File: config.mk
export PLATFORM = sky130hd
export DESIGN_NAME = mmio_uart
export DESIGN_NICKNAME = d
export VERILOG_FILES = /design/src/rtl/mmuart_pkg.sv /design/src/rtl/mmuart_regs.sv /design/src/rtl/mmuart_tx.sv /design/src/rtl/mmuart_rx.sv /design/src/rtl/mmio_uart.sv
export SDC_FILE = /design/constraint.sdc
export NUM_CORES = 1
export LEC_CHECK = 0
export ABC_AREA = 1
export ABC_CLOCK_PERIOD_IN_PS = 2700
export BUFFER_PORTS_ARGS = -buffer_cell sky130_fd_sc_hd__buf_2
export CELL_PAD_IN_SITES_DETAIL_PLACEMENT = 1
export CELL_PAD_IN_SITES_GLOBAL_PLACEMENT = 1
export CORE_MARGIN = 2
export CORE_UTILIZATION = 38
export DETAILED_ROUTE_END_ITERATION = 8
export PLACE_DENSITY_LB_ADDON = 0.1
export SETUP_SLACK_MARGIN = 0.1
export SLEW_MARGIN = 40
export SYNTH_ARGS = -nofsm -noshare
export SYNTH_HDL_FRONTEND = slang
export SYNTH_SLANG_ARGS = --single-unit
File: constraint.sdc
create_clock -name clk_i -period 2.7 [get_ports clk_i]
set_clock_uncertainty 0.15 [all_clocks]
set_input_delay 0 -clock clk_i [delete_from_list [all_inputs] [get_ports clk_i]]
set_output_delay 0 -clock clk_i [all_outputs]
set_load 0.01 [all_outputs]
File: src/rtl/mmuart_pkg.sv
package mmuart_pkg;
  localparam logic [4:0] OFS_CTRL = 5'h00;
  localparam logic [4:0] OFS_STAT = 5'h04;
  localparam logic [4:0] OFS_DIV  = 5'h08;
  localparam logic [4:0] OFS_TXD  = 5'h0C;
  localparam logic [4:0] OFS_RXD  = 5'h10;

  typedef enum logic [1:0] {
    PH_IDLE,
    PH_START,
    PH_DATA,
    PH_STOP
  } phase_e;
endpackage

File: src/rtl/mmuart_regs.sv
module mmuart_regs
  import mmuart_pkg::*;
#(
  parameter int              DIV_W     = 16,
  parameter int              DATA_W    = 8,
  parameter logic [31:0]     BASE_ADDR = 32'h0,
  parameter logic [DIV_W-1:0] RESET_DIV = DIV_W'(16'h01B8)
) (
  input  logic              clk_i,
  input  logic              rst_ni,
  input  logic              req_i,
  input  logic              we_i,
  input  logic [31:0]       addr_i,
  input  logic [31:0]       wdata_i,
  output logic [31:0]       rdata_o,
  input  logic              tx_busy_i,
  input  logic              rx_valid_i,
  input  logic [DATA_W-1:0] rx_byte_i,
  output logic              tx_en_o,
  output logic              rx_en_o,
  output logic [DIV_W-1:0]  div_o,
  output logic              tx_start_o,
  output logic [DATA_W-1:0] tx_byte_o,
  output logic              rx_done_o
);
  logic [1:0]       ctrl_q, ctrl_d;
  logic [DIV_W-1:0] div_q, div_d;
  logic             done_q, done_d;
  logic             hit, wr;
  logic [4:0]       ofs;

  assign hit = req_i && (addr_i[31:5] == BASE_ADDR[31:5]);
  assign wr  = hit && we_i;
  assign ofs = addr_i[4:0];

  always_comb begin
    ctrl_d = ctrl_q;
    div_d  = div_q;
    done_d = done_q;
    if (wr && ofs == OFS_CTRL) ctrl_d = wdata_i[1:0];
    if (wr && ofs == OFS_DIV)  div_d  = wdata_i[DIV_W-1:0];
    if (rx_valid_i) begin
      done_d = 1'b1;
    end else if (wr && ofs == OFS_STAT && wdata_i == 32'h0) begin
      done_d = 1'b0;
    end
  end

  always_ff @(posedge clk_i or negedge rst_ni) begin
    if (!rst_ni) begin
      ctrl_q <= 2'b00;
      div_q  <= RESET_DIV;
      done_q <= 1'b0;
    end else begin
      ctrl_q <= ctrl_d;
      div_q  <= div_d;
      done_q <= done_d;
    end
  end

  always_comb begin
    rdata_o = 32'h0;
    if (hit && !we_i) begin
      case (ofs)
        OFS_CTRL: rdata_o = {30'h0, ctrl_q};
        OFS_STAT: rdata_o = {30'h0, done_q, tx_busy_i};
        OFS_DIV:  rdata_o = 32'(div_q);
        OFS_RXD:  rdata_o = 32'(rx_byte_i);
        default:  rdata_o = 32'h0;
      endcase
    end
  end

  assign tx_en_o    = ctrl_q[0];
  assign rx_en_o    = ctrl_q[1];
  assign div_o      = div_q;
  assign rx_done_o  = done_q;
  assign tx_start_o = wr && (ofs == OFS_TXD) && ctrl_q[0] && !tx_busy_i;
  assign tx_byte_o  = wdata_i[DATA_W-1:0];
endmodule

File: src/rtl/mmuart_tx.sv
module mmuart_tx
  import mmuart_pkg::*;
#(
  parameter int DIV_W  = 16,
  parameter int DATA_W = 8
) (
  input  logic              clk_i,
  input  logic              rst_ni,
  input  logic              start_i,
  input  logic [DATA_W-1:0] data_i,
  input  logic [DIV_W-1:0]  div_i,
  output logic              txd_o,
  output logic              busy_o
);
  localparam int            BC_W = $clog2(DATA_W);
  localparam logic [DIV_W:0] ONE = 1;

  phase_e            ph_q, ph_d;
  logic [DIV_W-1:0]  cnt_q, cnt_d;
  logic [BC_W-1:0]   bc_q, bc_d;
  logic [DATA_W-1:0] sh_q, sh_d;
  logic              txd_q, txd_d;
  logic              bit_end;

  assign bit_end = ({1'b0, cnt_q} + ONE) >= {1'b0, div_i};

  always_comb begin
    ph_d  = ph_q;
    cnt_d = cnt_q;
    bc_d  = bc_q;
    sh_d  = sh_q;
    txd_d = txd_q;
    case (ph_q)
      PH_IDLE: begin
        txd_d = 1'b1;
        if (start_i) begin
          ph_d  = PH_START;
          cnt_d = '0;
          sh_d  = data_i;
          txd_d = 1'b0;
        end
      end
      PH_START: begin
        if (bit_end) begin
          ph_d  = PH_DATA;
          cnt_d = '0;
          bc_d  = '0;
          txd_d = sh_q[0];
        end else begin
          cnt_d = cnt_q + 1'b1;
        end
      end
      PH_DATA: begin
        if (bit_end) begin
          cnt_d = '0;
          if (bc_q == BC_W'(DATA_W - 1)) begin
            ph_d  = PH_STOP;
            txd_d = 1'b1;
          end else begin
            bc_d  = bc_q + 1'b1;
            sh_d  = sh_q >> 1;
            txd_d = sh_q[1];
          end
        end else begin
          cnt_d = cnt_q + 1'b1;
        end
      end
      default: begin
        txd_d = 1'b1;
        if (bit_end) begin
          ph_d  = PH_IDLE;
          cnt_d = '0;
        end else begin
          cnt_d = cnt_q + 1'b1;
        end
      end
    endcase
  end

  always_ff @(posedge clk_i or negedge rst_ni) begin
    if (!rst_ni) begin
      ph_q  <= PH_IDLE;
      cnt_q <= '0;
      bc_q  <= '0;
      sh_q  <= '0;
      txd_q <= 1'b1;
    end else begin
      ph_q  <= ph_d;
      cnt_q <= cnt_d;
      bc_q  <= bc_d;
      sh_q  <= sh_d;
      txd_q <= txd_d;
    end
  end

  assign txd_o  = txd_q;
  assign busy_o = (ph_q != PH_IDLE);
endmodule

File: src/rtl/mmuart_rx.sv
module mmuart_rx
  import mmuart_pkg::*;
#(
  parameter int DIV_W  = 16,
  parameter int DATA_W = 8
) (
  input  logic              clk_i,
  input  logic              rst_ni,
  input  logic              en_i,
  input  logic              rxd_i,
  input  logic [DIV_W-1:0]  div_i,
  output logic              valid_o,
  output logic [DATA_W-1:0] byte_o
);
  localparam int             BC_W = $clog2(DATA_W);
  localparam logic [DIV_W:0] ONE  = 1;

  logic              sync1_q, sync2_q, prev_q;
  phase_e            ph_q, ph_d;
  logic [DIV_W-1:0]  cnt_q, cnt_d;
  logic [BC_W-1:0]   bc_q, bc_d;
  logic [DATA_W-1:0] sh_q, sh_d;
  logic [DATA_W-1:0] byte_q, byte_d;
  logic              vld_q, vld_d;
  logic              full_end, half_end, fall;

  assign full_end = ({1'b0, cnt_q} + ONE) >= {1'b0, div_i};
  assign half_end = ({1'b0, cnt_q} + ONE) >= {2'b00, div_i[DIV_W-1:1]};
  assign fall     = prev_q && !sync2_q;

  always_ff @(posedge clk_i or negedge rst_ni) begin
    if (!rst_ni) begin
      sync1_q <= 1'b1;
      sync2_q <= 1'b1;
      prev_q  <= 1'b1;
    end else begin
      sync1_q <= rxd_i;
      sync2_q <= sync1_q;
      prev_q  <= sync2_q;
    end
  end

  always_comb begin
    ph_d   = ph_q;
    cnt_d  = cnt_q;
    bc_d   = bc_q;
    sh_d   = sh_q;
    byte_d = byte_q;
    vld_d  = 1'b0;
    if (!en_i) begin
      ph_d  = PH_IDLE;
      cnt_d = '0;
    end else begin
      case (ph_q)
        PH_IDLE: begin
          if (fall) begin
            ph_d  = PH_START;
            cnt_d = '0;
          end
        end
        PH_START: begin
          if (half_end) begin
            cnt_d = '0;
            bc_d  = '0;
            ph_d  = sync2_q ? PH_IDLE : PH_DATA;
          end else begin
            cnt_d = cnt_q + 1'b1;
          end
        end
        PH_DATA: begin
          if (full_end) begin
            cnt_d = '0;
            sh_d  = {sync2_q, sh_q[DATA_W-1:1]};
            if (bc_q == BC_W'(DATA_W - 1)) begin
              ph_d = PH_STOP;
            end else begin
              bc_d = bc_q + 1'b1;
            end
          end else begin
            cnt_d = cnt_q + 1'b1;
          end
        end
        default: begin
          if (full_end) begin
            cnt_d = '0;
            ph_d  = PH_IDLE;
            if (sync2_q) begin
              vld_d  = 1'b1;
              byte_d = sh_q;
            end
          end else begin
            cnt_d = cnt_q + 1'b1;
          end
        end
      endcase
    end
  end

  always_ff @(posedge clk_i or negedge rst_ni) begin
    if (!rst_ni) begin
      ph_q   <= PH_IDLE;
      cnt_q  <= '0;
      bc_q   <= '0;
      sh_q   <= '0;
      byte_q <= '0;
      vld_q  <= 1'b0;
    end else begin
      ph_q   <= ph_d;
      cnt_q  <= cnt_d;
      bc_q   <= bc_d;
      sh_q   <= sh_d;
      byte_q <= byte_d;
      vld_q  <= vld_d;
    end
  end

  assign valid_o = vld_q;
  assign byte_o  = byte_q;
endmodule

File: src/rtl/mmio_uart.sv
module mmio_uart
  import mmuart_pkg::*;
#(
  parameter logic [31:0] BASE_ADDR = 32'h0,
  parameter int          DIV_W     = 16,
  parameter int          DATA_W    = 8,
  parameter int          RESET_DIV = 440
) (
  input  logic        clk_i,
  input  logic        rst_ni,
  input  logic        bus_req_i,
  input  logic        bus_we_i,
  input  logic [31:0] bus_addr_i,
  input  logic [31:0] bus_wdata_i,
  output logic [31:0] bus_rdata_o,
  output logic        txd_o,
  input  logic        rxd_i
);
  localparam logic [DIV_W-1:0] DIV_INIT = DIV_W'(RESET_DIV);

  logic              tx_busy, tx_en, rx_en, tx_start, rx_valid, rx_done;
  logic [DIV_W-1:0]  div;
  logic [DATA_W-1:0] tx_byte, rx_byte;

  mmuart_regs #(
    .DIV_W(DIV_W), .DATA_W(DATA_W), .BASE_ADDR(BASE_ADDR), .RESET_DIV(DIV_INIT)
  ) u_regs (
    .clk_i(clk_i), .rst_ni(rst_ni),
    .req_i(bus_req_i), .we_i(bus_we_i), .addr_i(bus_addr_i),
    .wdata_i(bus_wdata_i), .rdata_o(bus_rdata_o),
    .tx_busy_i(tx_busy), .rx_valid_i(rx_valid), .rx_byte_i(rx_byte),
    .tx_en_o(tx_en), .rx_en_o(rx_en), .div_o(div),
    .tx_start_o(tx_start), .tx_byte_o(tx_byte), .rx_done_o(rx_done)
  );

  mmuart_tx #(.DIV_W(DIV_W), .DATA_W(DATA_W)) u_tx (
    .clk_i(clk_i), .rst_ni(rst_ni), .start_i(tx_start), .data_i(tx_byte),
    .div_i(div), .txd_o(txd_o), .busy_o(tx_busy)
  );

  mmuart_rx #(.DIV_W(DIV_W), .DATA_W(DATA_W)) u_rx (
    .clk_i(clk_i), .rst_ni(rst_ni), .en_i(rx_en), .rxd_i(rxd_i),
    .div_i(div), .valid_o(rx_valid), .byte_o(rx_byte)
  );
endmodule

---- Word-level counts from Yosys, hierarchy flattened ----
Cells that the tools add are included.
cells by class
  $add $sub $neg .......................... 6
  bitwise logic cells ..................... 1
  equal/unequal tests ..................... 23
  $lt $le $gt $ge ......................... 3
  mux-type cells .......................... 47
  reductions and logical operators ........ 34
operators with widths
  kind                                           number
  2-to-1 mux 16 bit                              7
  case mux 16 bit (4 select lines)               1
  adder 16 x 1 -> 17 bit, second input constant  2
  >= comparator 17 x 16 -> 1 bit                 2
  adder 16 x 1 -> 16 bit, second input constant  2
  logical NOT 32 bit                             1
  2-to-1 mux 32 bit                              1
  case mux 16 bit (2 select lines)               1
  logical NOT 27 bit                             1
  2-to-1 mux 2 bit                               12
  2-to-1 mux 8 bit                               3
  2-to-1 mux 3 bit                               6
  >= comparator 17 x 15 -> 1 bit                 1
  case mux 8 bit (2 select lines)                1
  AND reduction 5 bit                            3
  != test 3 x 2 -> 1 bit, second input constant  4
  case mux 2 bit (3 select lines)                2
  case mux 3 bit (2 select lines)                2
  AND reduction 4 bit                            3
  nonzero test 2 bit                             6
  logical AND 1 bit                              11
  == test 5 x 4 -> 1 bit, second input constant  2
  2-to-1 mux 1 bit                               10
  != test 2 x 1 -> 1 bit, second input constant  5
  16 further kinds                               25
word-level totals
  input port bits ......................... 69
  flip-flop bits (word level) ............. 90
  output and inout port bits .............. 33

---- Longest topological paths before layout ----
Gate-level depths: netlist of run 1.
  depth in word-level cells ............... 8
  depth in mapped cells ................... 24
  gate-level depth less buffers ........... 24

---- By module ----
From an unflattened synthesis of run 1, not the netlist that was laid out.
second synthesis, totals
  cells, all modules ...................... 898
  area, all modules ....................... 6670.1 um^2
modules (own cells, without submodules)
  module       cells an instance  seq. area each (um^2)  times used  area an instance (um^2)
  mmuart_rx    368                1029.7                 1           2850.2
  mmuart_tx    298                752.0                  1           2306.0
  mmuart_regs  232                481.7                  1           1514.0

---- Worst setup path before layout of run 1 ----
Ideal clock, no wire load.
  path kind ............................... reg-to-reg
  from .................................... register u_tx.cnt_q[0]
  to ...................................... register u_tx.ph_q[0]
  arrival time ............................ 2783 ps
  buffers on the path ..................... 1
  data required time ...................... 2431 ps
  library setup time ...................... 119 ps
  slack ................................... -352 ps
  stages on the path, launching flop included .. 20
  path through ............................ dfrtp_1 -> ha_1 -> nand3_2 -> nor3_1 -> nand2_1 -> nor2_1 -> nand2_1 -> nor2_1 -> xnor2_1 -> inv_1 -> ha_1 -> a21oi_1 -> nand2_1 -> nand4_1 -> nand3_1 -> nor2_4 -> nand4_2 -> buf_4 -> nand4_1 -> nand2_1
between the ends
  longest elaborated chain between the ends .. 4
  elaborated cells on any way between the ends .. 6
  classes of those cells .................. add/sub: 1; order compare: 1; eq/ne: 2; reduce/logical: 2
ends and longest elaborated chain
  item                                                                                  RTL line         source
  start, declared                                                                       mmuart_tx.sv:19  logic [DIV_W-1:0] cnt_q, cnt_d;
  start signal, assigned                                                                mmuart_tx.sv:89  cnt_q <= cnt_d;
  adder 16 x 1 -> 17 bit (*)                                                            mmuart_tx.sv:25  assign bit_end = ({1'b0, cnt_q} + ONE) >= {1'b0, div_i};
  >= comparator 17 x 16 -> 1 bit (*)                                                    mmuart_tx.sv:25
  != test 2 x 1 -> 1 bit (no source line) / nonzero test 2 bit (equally long branches)  -
  AND reduction 5 bit (no source line) (*)                                              -
  end signal, assigned                                                                  mmuart_tx.sv:88  ph_q <= ph_d;
  end, declared                                                                         mmuart_tx.sv:18  phase_e ph_q, ph_d;
Every way passes the cells marked *; elsewhere a longest branch is shown, timed or not.
A chain may end at the register's enable or synchronous reset.

---- Final worst setup path of run 1 ----
  from .................................... register u_tx.cnt_q[0]
  to ...................................... register u_tx.bc_q[0]
between the ends
  longest elaborated chain between the ends .. 4
  elaborated cells on any way between the ends .. 5
  classes of those cells .................. add/sub: 1; order compare: 1; eq/ne: 2; reduce/logical: 1
ends and longest elaborated chain
  item                                      RTL line         source
  adder 16 x 1 -> 17 bit (*)                mmuart_tx.sv:25
  >= comparator 17 x 16 -> 1 bit (*)        mmuart_tx.sv:25
  != test 2 x 1 -> 1 bit (no source line)   -
  AND reduction 4 bit (no source line) (*)  -
  end signal, assigned                      mmuart_tx.sv:84  bc_q <= '0;
  end signal, assigned                      mmuart_tx.sv:90  bc_q <= bc_d;
  end, declared                             mmuart_tx.sv:20  logic [BC_W-1:0] bc_q, bc_d;
Marked as above.

==> results.cfg, run 1 <==
[routing]
drtIter0Drc = 220
routed_wl_um = 22200
drc = 0
vias = 6530
postRouteAntennaNets = 0
dr.pass1.iters = 4
viasPerCell = 4.98
wl_per_cell_um = 16.9

[yosys]
ys_top_cells_by_area = dfrtp_1 (32%), nand2_1 (15%), ha_1 (11%), inv_1 (7.5%), dfstp_2 (3.7%)
yosysTopAreaCell = dfrtp_1
async_flop_share_pct = 100
synth-seq-cells = 90
synth_top_family_by_area = simple AND/OR/NAND/NOR gates
synth_edf_count = 0
syn_inst = 868
synthSimpleGateAreaFrac_pct = 31.6
synth_warnings = 0
avgSynthCellArea_um2 = 7.40
synth-main-ff-cell = dfrtp_1
synth_top_area_share_pct = 31.5
synth-compound-area-share_pct = 8.33
synthXorXnorAreaFrac_pct = 3.13
synth_area_um2 = 6430
yosys.cell_types.count = 44
yosysSeqAreaShare_pct = 35.2
synth_adder_area_share_pct = 11.1
synthMuxAreaShare_pct = 0

[worst_setup_path]
worst_setup_path_end_kind = flop
cp_common_cell = buf_4
worstPathArrival_ps = 3340
critPathMaxStageDelay_ps = 420
critPathSlowestCell = dfrtp_1
crit_buf_inv = 5
worstPathCellList = ha_4, nand3_4, nor3_4, buf_4, buf_4, buf_4, xor2_2, inv_1, ha_1, a21oi_1, o21a_1, and2_0, nor2_2, nor2_4, nand4_4, buf_6, nand4_1, nand2_1
critical_path_class = reg -> reg
path_max_fanout = 7
startpoint_type = flop
cp_top_family = simple AND/OR/NAND/NOR gates
required_ps = 2790

[final_layout]
nNetsFinal = 1212
final_cell_area_um2 = 9410
nFillCells = 2047
multiInputGateArea_um2 = 4450
final_util_pct = 56.8
drive_above_1_share_pct = 38.1
area_growth_pct = 46.4
seqCellArea_um2 = 2260
antenna_cells = 0

[timing]
max_clock_freq_mhz = 308
fin_crit_sh_pct = 120
setup_viol = 68
slew_headroom_pct = 62.7
fin_crit_ps = 3250
slew_viol_final = 0
setup_ws_ps = -548
finalHoldViolCount = 0
rsz0062_at_grt = true
max_slew.worst_pin.slew_ps = 560

[floorplan]
die_h_um = 134
die_w_um = 134
rows = 47
initial_utilization_pct = 38.8
core_region_area_um2 = 16600
boundaryPins = 102
die_area_um2 = 18000

[placed_design]
placed_area_um2 = 7710
hpwl_um = 15300
gp_congestion = 0.815
portBuffers = 85

[cts]
cts_num_sinks = 90
cts_tree = done
numCtsBuffers = 9
insertion_delay_ps = 350
ctsRootBufferMaster = clkbuf_16
path_clk_slew_ps = 70
clockBufferDepth = 2
cts_max_level = 3

[run]
max_cap_viol_count = 0

[pwr]
leakagePower_nw = 4.91
ir_drop_uv = 277
power.total_mw = 2.92
powerDensity_nw_per_um2 = 310

[global_routing]
grt_overflow_total = 0
track_usage_pct = 24.7
grt_pass1_vias = 6938
antenna_found_initial = 0
grt_pass1_wl_um = 35200
grt_max_degree = 54

[outcome]
violations = negative setup slack
status = finished with violations

[worst_hold_path]
worstHoldPathType = in -> async
metal layers:
metal | global-route usage [%] | part of all wire [%] | vias to the layer above
met1 | 32.4 | 45 | 3181
met2 | 43.8 | 51 | 132
li1 | - | - | 3202
met3 | 3.33 | 2.9 | 15
met5 | 0 | 0 | -
met4 | 4.62 | 0.89 | 0
path summary, 6_finish.rpt:
check / start / end / slack [ps] / cells after the start
setup / recovery: u_tx.cnt_q[0] / u_tx.bc_q[0] / -550 / 18
hold reg to reg: u_rx.sync1_q / u_rx.sync2_q / 210 / 0
hold / removal: rst_ni / u_tx.cnt_q[9] / 30 / 2
setup reg to reg: u_tx.cnt_q[0] / u_tx.bc_q[0] / -550 / 18
min in group clk_i: bus_addr_i[25] / u_regs.ctrl_q[0] / 50 / 6
max in group asynchronous: rst_ni / u_rx.sync1_q / 1630 / 3
per-stage QoR:
step                TNS, ps  hold WS [ps]  setup slack [ps]  instances
floorplan             -6200          -446              -207        883
global placement     -25150          -121              -475       1238
detailed placement   -28800          -120              -527       1238
CTS                  -26520          27.3              -450       1300
global route         -43700          86.5              -768       1311
finish               -31360          30.5              -548       1311
final cells by class:
class                      count  share of cell area (%)
multi-input combinational    636                    47.3
sequential                    90                    24.1
timing repair buffer         219                    17.0
inverter                     130                    5.28
tap                          220                    2.92
clock buffer                   9                    2.39
clock inverter                 7                    1.06
repair_timing:
item / in CTS / in global routing
hold endpoints to repair: 111 / 0
endpoints found under the setup margin: 68 / 73
pin swaps: 22 / 55
hold buffers: 30 / 0
buffers inserted: 13 / 15
resized for setup: 83 / 129
gates cloned: 3 / 0
cell usage in the layout (no fill, tap or decap), drive strengths merged, types with 3 or more instances in the layout:
cell type | netlist | routed
a21o | 3 | 3
a21oi | 26 | 26
and3 | 3 | 3
buf | 21 | 189
clkbuf | 8 | 9
clkinvlp | 0 | 4
conb | 1 | 16
dfrtp | 81 | 81
dfstp | 9 | 9
dlygate4sd3 | 0 | 30
ha | 57 | 57
inv | 129 | 130
nand2 | 262 | 263
nand3 | 48 | 48
nand3b | 3 | 3
nand4 | 25 | 26
nor2 | 67 | 67
nor3 | 18 | 18
nor4 | 13 | 13
o21ai | 55 | 55
o22ai | 6 | 6
xnor2 | 6 | 6
xor2 | 17 | 17
cell families after synthesis:
family,count (synthesis)
XOR/XNOR,23
adder cells (fa/ha/maj),57
other,1
buffers and inverters,159
AO/OA/AOI/OAI,95
flip-flops,90
AND/OR/NAND/NOR,443
sequential cells by signal (all words and copies together), names as in the netlist:
| name | count |
|---|---|
| u_rx.sync1_q | 1 |
| u_tx.sh_q | 8 |
| u_regs.div_o | 16 |
| u_rx.ph_q | 2 |
| u_rx.sync2_q | 1 |
| u_rx.valid_o | 1 |
| u_tx.cnt_q | 16 |
| u_tx.bc_q | 3 |
| u_regs.rx_done_o | 1 |
| u_tx.txd_o | 1 |
| u_regs.ctrl_q | 2 |
| u_rx.sh_q | 8 |
| u_rx.prev_q | 1 |
| u_rx.bc_q | 3 |
| u_tx.ph_q | 2 |
| u_rx.cnt_q | 16 |
| u_rx.byte_o | 8 |
cells in the mapped netlist, drive strengths merged, types with 13 or more instances:
| library cell | n |
|---|---|
| nand3 | 48 |
| nand4 | 25 |
| nand2 | 262 |
| xor2 | 17 |
| ha | 57 |
| o21ai | 55 |
| buf | 21 |
| dfrtp | 81 |
| nor2 | 67 |
| nor3 | 18 |
| inv | 129 |
| nor4 | 13 |
| a21oi | 26 |
power breakdown:
part	total [mW]	switching, mW	leakage [nW]	internal, mW
sequential	1.35	0.00218	1.14	1.35
combinational	0.160	0.0901	3.63	0.0702
clock	1.40	0.587	0.149	0.818
Power figures use the tool's default switching activity.
==> run 2: changes to the inputs <==
- MAX_ROUTING_LAYER: not set -> met4
==> results.cfg, run 2 (same netlist as run 1, synthesis figures left out) <==
[cts]
clockBufferDepth = 2
ctsRootBufferMaster = clkbuf_16
path_clk_slew_ps = 70
cts_tree = done
insertion_delay_ps = 350
cts_num_sinks = 90
numCtsBuffers = 9
cts_max_level = 3

[worst_setup_path]
r2r_slack_ps = -540
cp_top_family = simple AND/OR/NAND/NOR gates
required_ps = 2790
cp_common_cell = buf_4
worst_setup_path_end_kind = flop
startpoint_type = flop
critical_path_class = reg -> reg
worstPathArrival_ps = 3330
critPathSlowestCell = dfrtp_1
critPathMaxStageDelay_ps = 420
worstPathCellList = ha_4, nand3_4, nor3_4, buf_4, buf_4, buf_4, xor2_2, inv_1, ha_1, a21oi_1, o21a_1, and2_0, nor2_2, nor2_4, nand4_4, buf_6, nand4_1, nand2_1
crit_buf_inv = 5
path_max_fanout = 7

[global_routing]
busiest_layer = met2
use_met1_pct = 32.8
antenna_found_initial = 0
grt_overflow_total = 0
grt_pass1_vias = 6942
grt_util_met3_pct = 2.99
track_usage_pct = 25.4
grt_max_degree = 54
grt_util_met2_pct = 43.7
grt_pass1_wl_um = 35200

[final_layout]
area_growth_pct = 46.4
final_common_cell = nand2_1
multiInputGateArea_um2 = 4450
nNetsFinal = 1212
antenna_cells = 0
nFillCells = 2047
drive_above_1_share_pct = 38.1
layout_common_cells = nand2_1 (179), inv_1 (118), buf_4 (91), buf_2 (84), dfrtp_1 (80)
final_cells = 1311
seqCellArea_um2 = 2260

[floorplan]
die_h_um = 134
initial_utilization_pct = 38.8
core_region_area_um2 = 16600
rows = 47
die_area_um2 = 18000
boundaryPins = 102
die_w_um = 134

[routing]
dr.pass1.iters = 4
drtIter0Drc = 214
postRouteAntennaNets = 0
viasPerCell = 4.97
drc = 0
wl_per_cell_um = 16.9
vias = 6510
routed_wl_um = 22200

[pwr]
ir_drop_uv = 277
switching_share_pct = 23.3
p_seq_share_pct = 46.4
p_int_mw = 2.24
power_frac_clock_pct = 48.1
leakagePower_nw = 4.91
power.total_mw = 2.92
powerDensity_nw_per_um2 = 310
p_sw_mw = 0.679
p_comb_share_pct = 5.5

[timing]
finalHoldViolCount = 0
max_clock_freq_mhz = 308
slew_headroom_pct = 62.4
tns_ps = -30910
fin_crit_ps = 3240
fin_crit_sh_pct = 120
slew_viol_final = 0
max_slew.worst_pin.slew_ps = 564
setup_ws_ps = -543
rsz0062_at_grt = true
setup_viol = 68

[outcome]
violations = negative setup slack
status = finished with violations

[placed_design]
dp_cells = 1238
gp_congestion = 0.827
hpwl_um = 15300
portBuffers = 85

[worst_hold_path]
worstHoldPathType = in -> async

[run]
max_cap_viol_count = 0
-- run 2: final timing paths --
check,start,to,cells after the start
max in group asynchronous,rst_ni,u_rx.sync1_q,3
setup / recovery,u_tx.cnt_q[0],u_tx.bc_q[1],18
hold reg to reg,u_rx.sync1_q,u_rx.sync2_q,0
setup reg to reg,u_tx.cnt_q[0],u_tx.bc_q[1],18
min in group clk_i,bus_addr_i[25],u_regs.ctrl_q[0],6
hold / removal,rst_ni,u_tx.cnt_q[9],2
-- run 2: worst register-to-register path, stage by stage, from the launching register on --
cell and delay, ps:
dfrtp_1 420, ha_4 180, nand3_4 80, nor3_4 180, buf_4 140, buf_4 90, buf_4 100, xor2_2 170
inv_1 70, ha_1 310, a21oi_1 170, o21a_1 120, and2_0 140, nor2_2 60, nor2_4 230, nand4_4 210
buf_6 180, nand4_1 60, nand2_1 60
-- run 2: per-stage QoR --
stage,hold slack [ps],setup slack [ps],instance area [um2],util [%]
floorplan,-446,-207,6600,-
global placement,-121,-475,7710,46.5
detailed placement,-120,-527,7710,46.5
CTS,27.3,-450,8790,53.0
global route,85.1,-757,9410,56.8
finish,31.1,-543,9410,56.8
-- run 2: final cells by class --
cell class	instances	area share, %
multi-input cells	636	47.3
flip-flops and latches	90	24.1
repair buffers	219	17.0
inverters	130	5.28
well taps	220	2.92
clock buffers	9	2.39
clock inverters	7	1.06
-- run 2: routing by layer --
metal | up-vias | wire (um)
met5 | - | 0
li1 | 3198 | -
met1 | 3169 | 9980
met4 | 0 | 198
met2 | 129 | 11400
met3 | 14 | 610
-- run 2: power groups by stage --
stage	combinational [mW]	sequential, mW	clock (mW)
2_1_floorplan	0.0513	1.38	0
3_3_place_gp	0.128	1.38	0
3_5_place_dp	0.130	1.38	0
4_1_cts	0.157	1.35	1.43
5_1_grt	0.178	1.35	1.47
6_report	0.160	1.35	1.41
-- run 2: timing repair --
action | 4_1_cts | 5_1_grt
setup endpoints to repair | 68 | 73
cloned | 3 | 0
pin swaps | 22 | 55
setup buffers | 13 | 15
resized for setup | 83 | 129
hold endpoints to repair | 111 | 0
hold buffers | 30 | 0
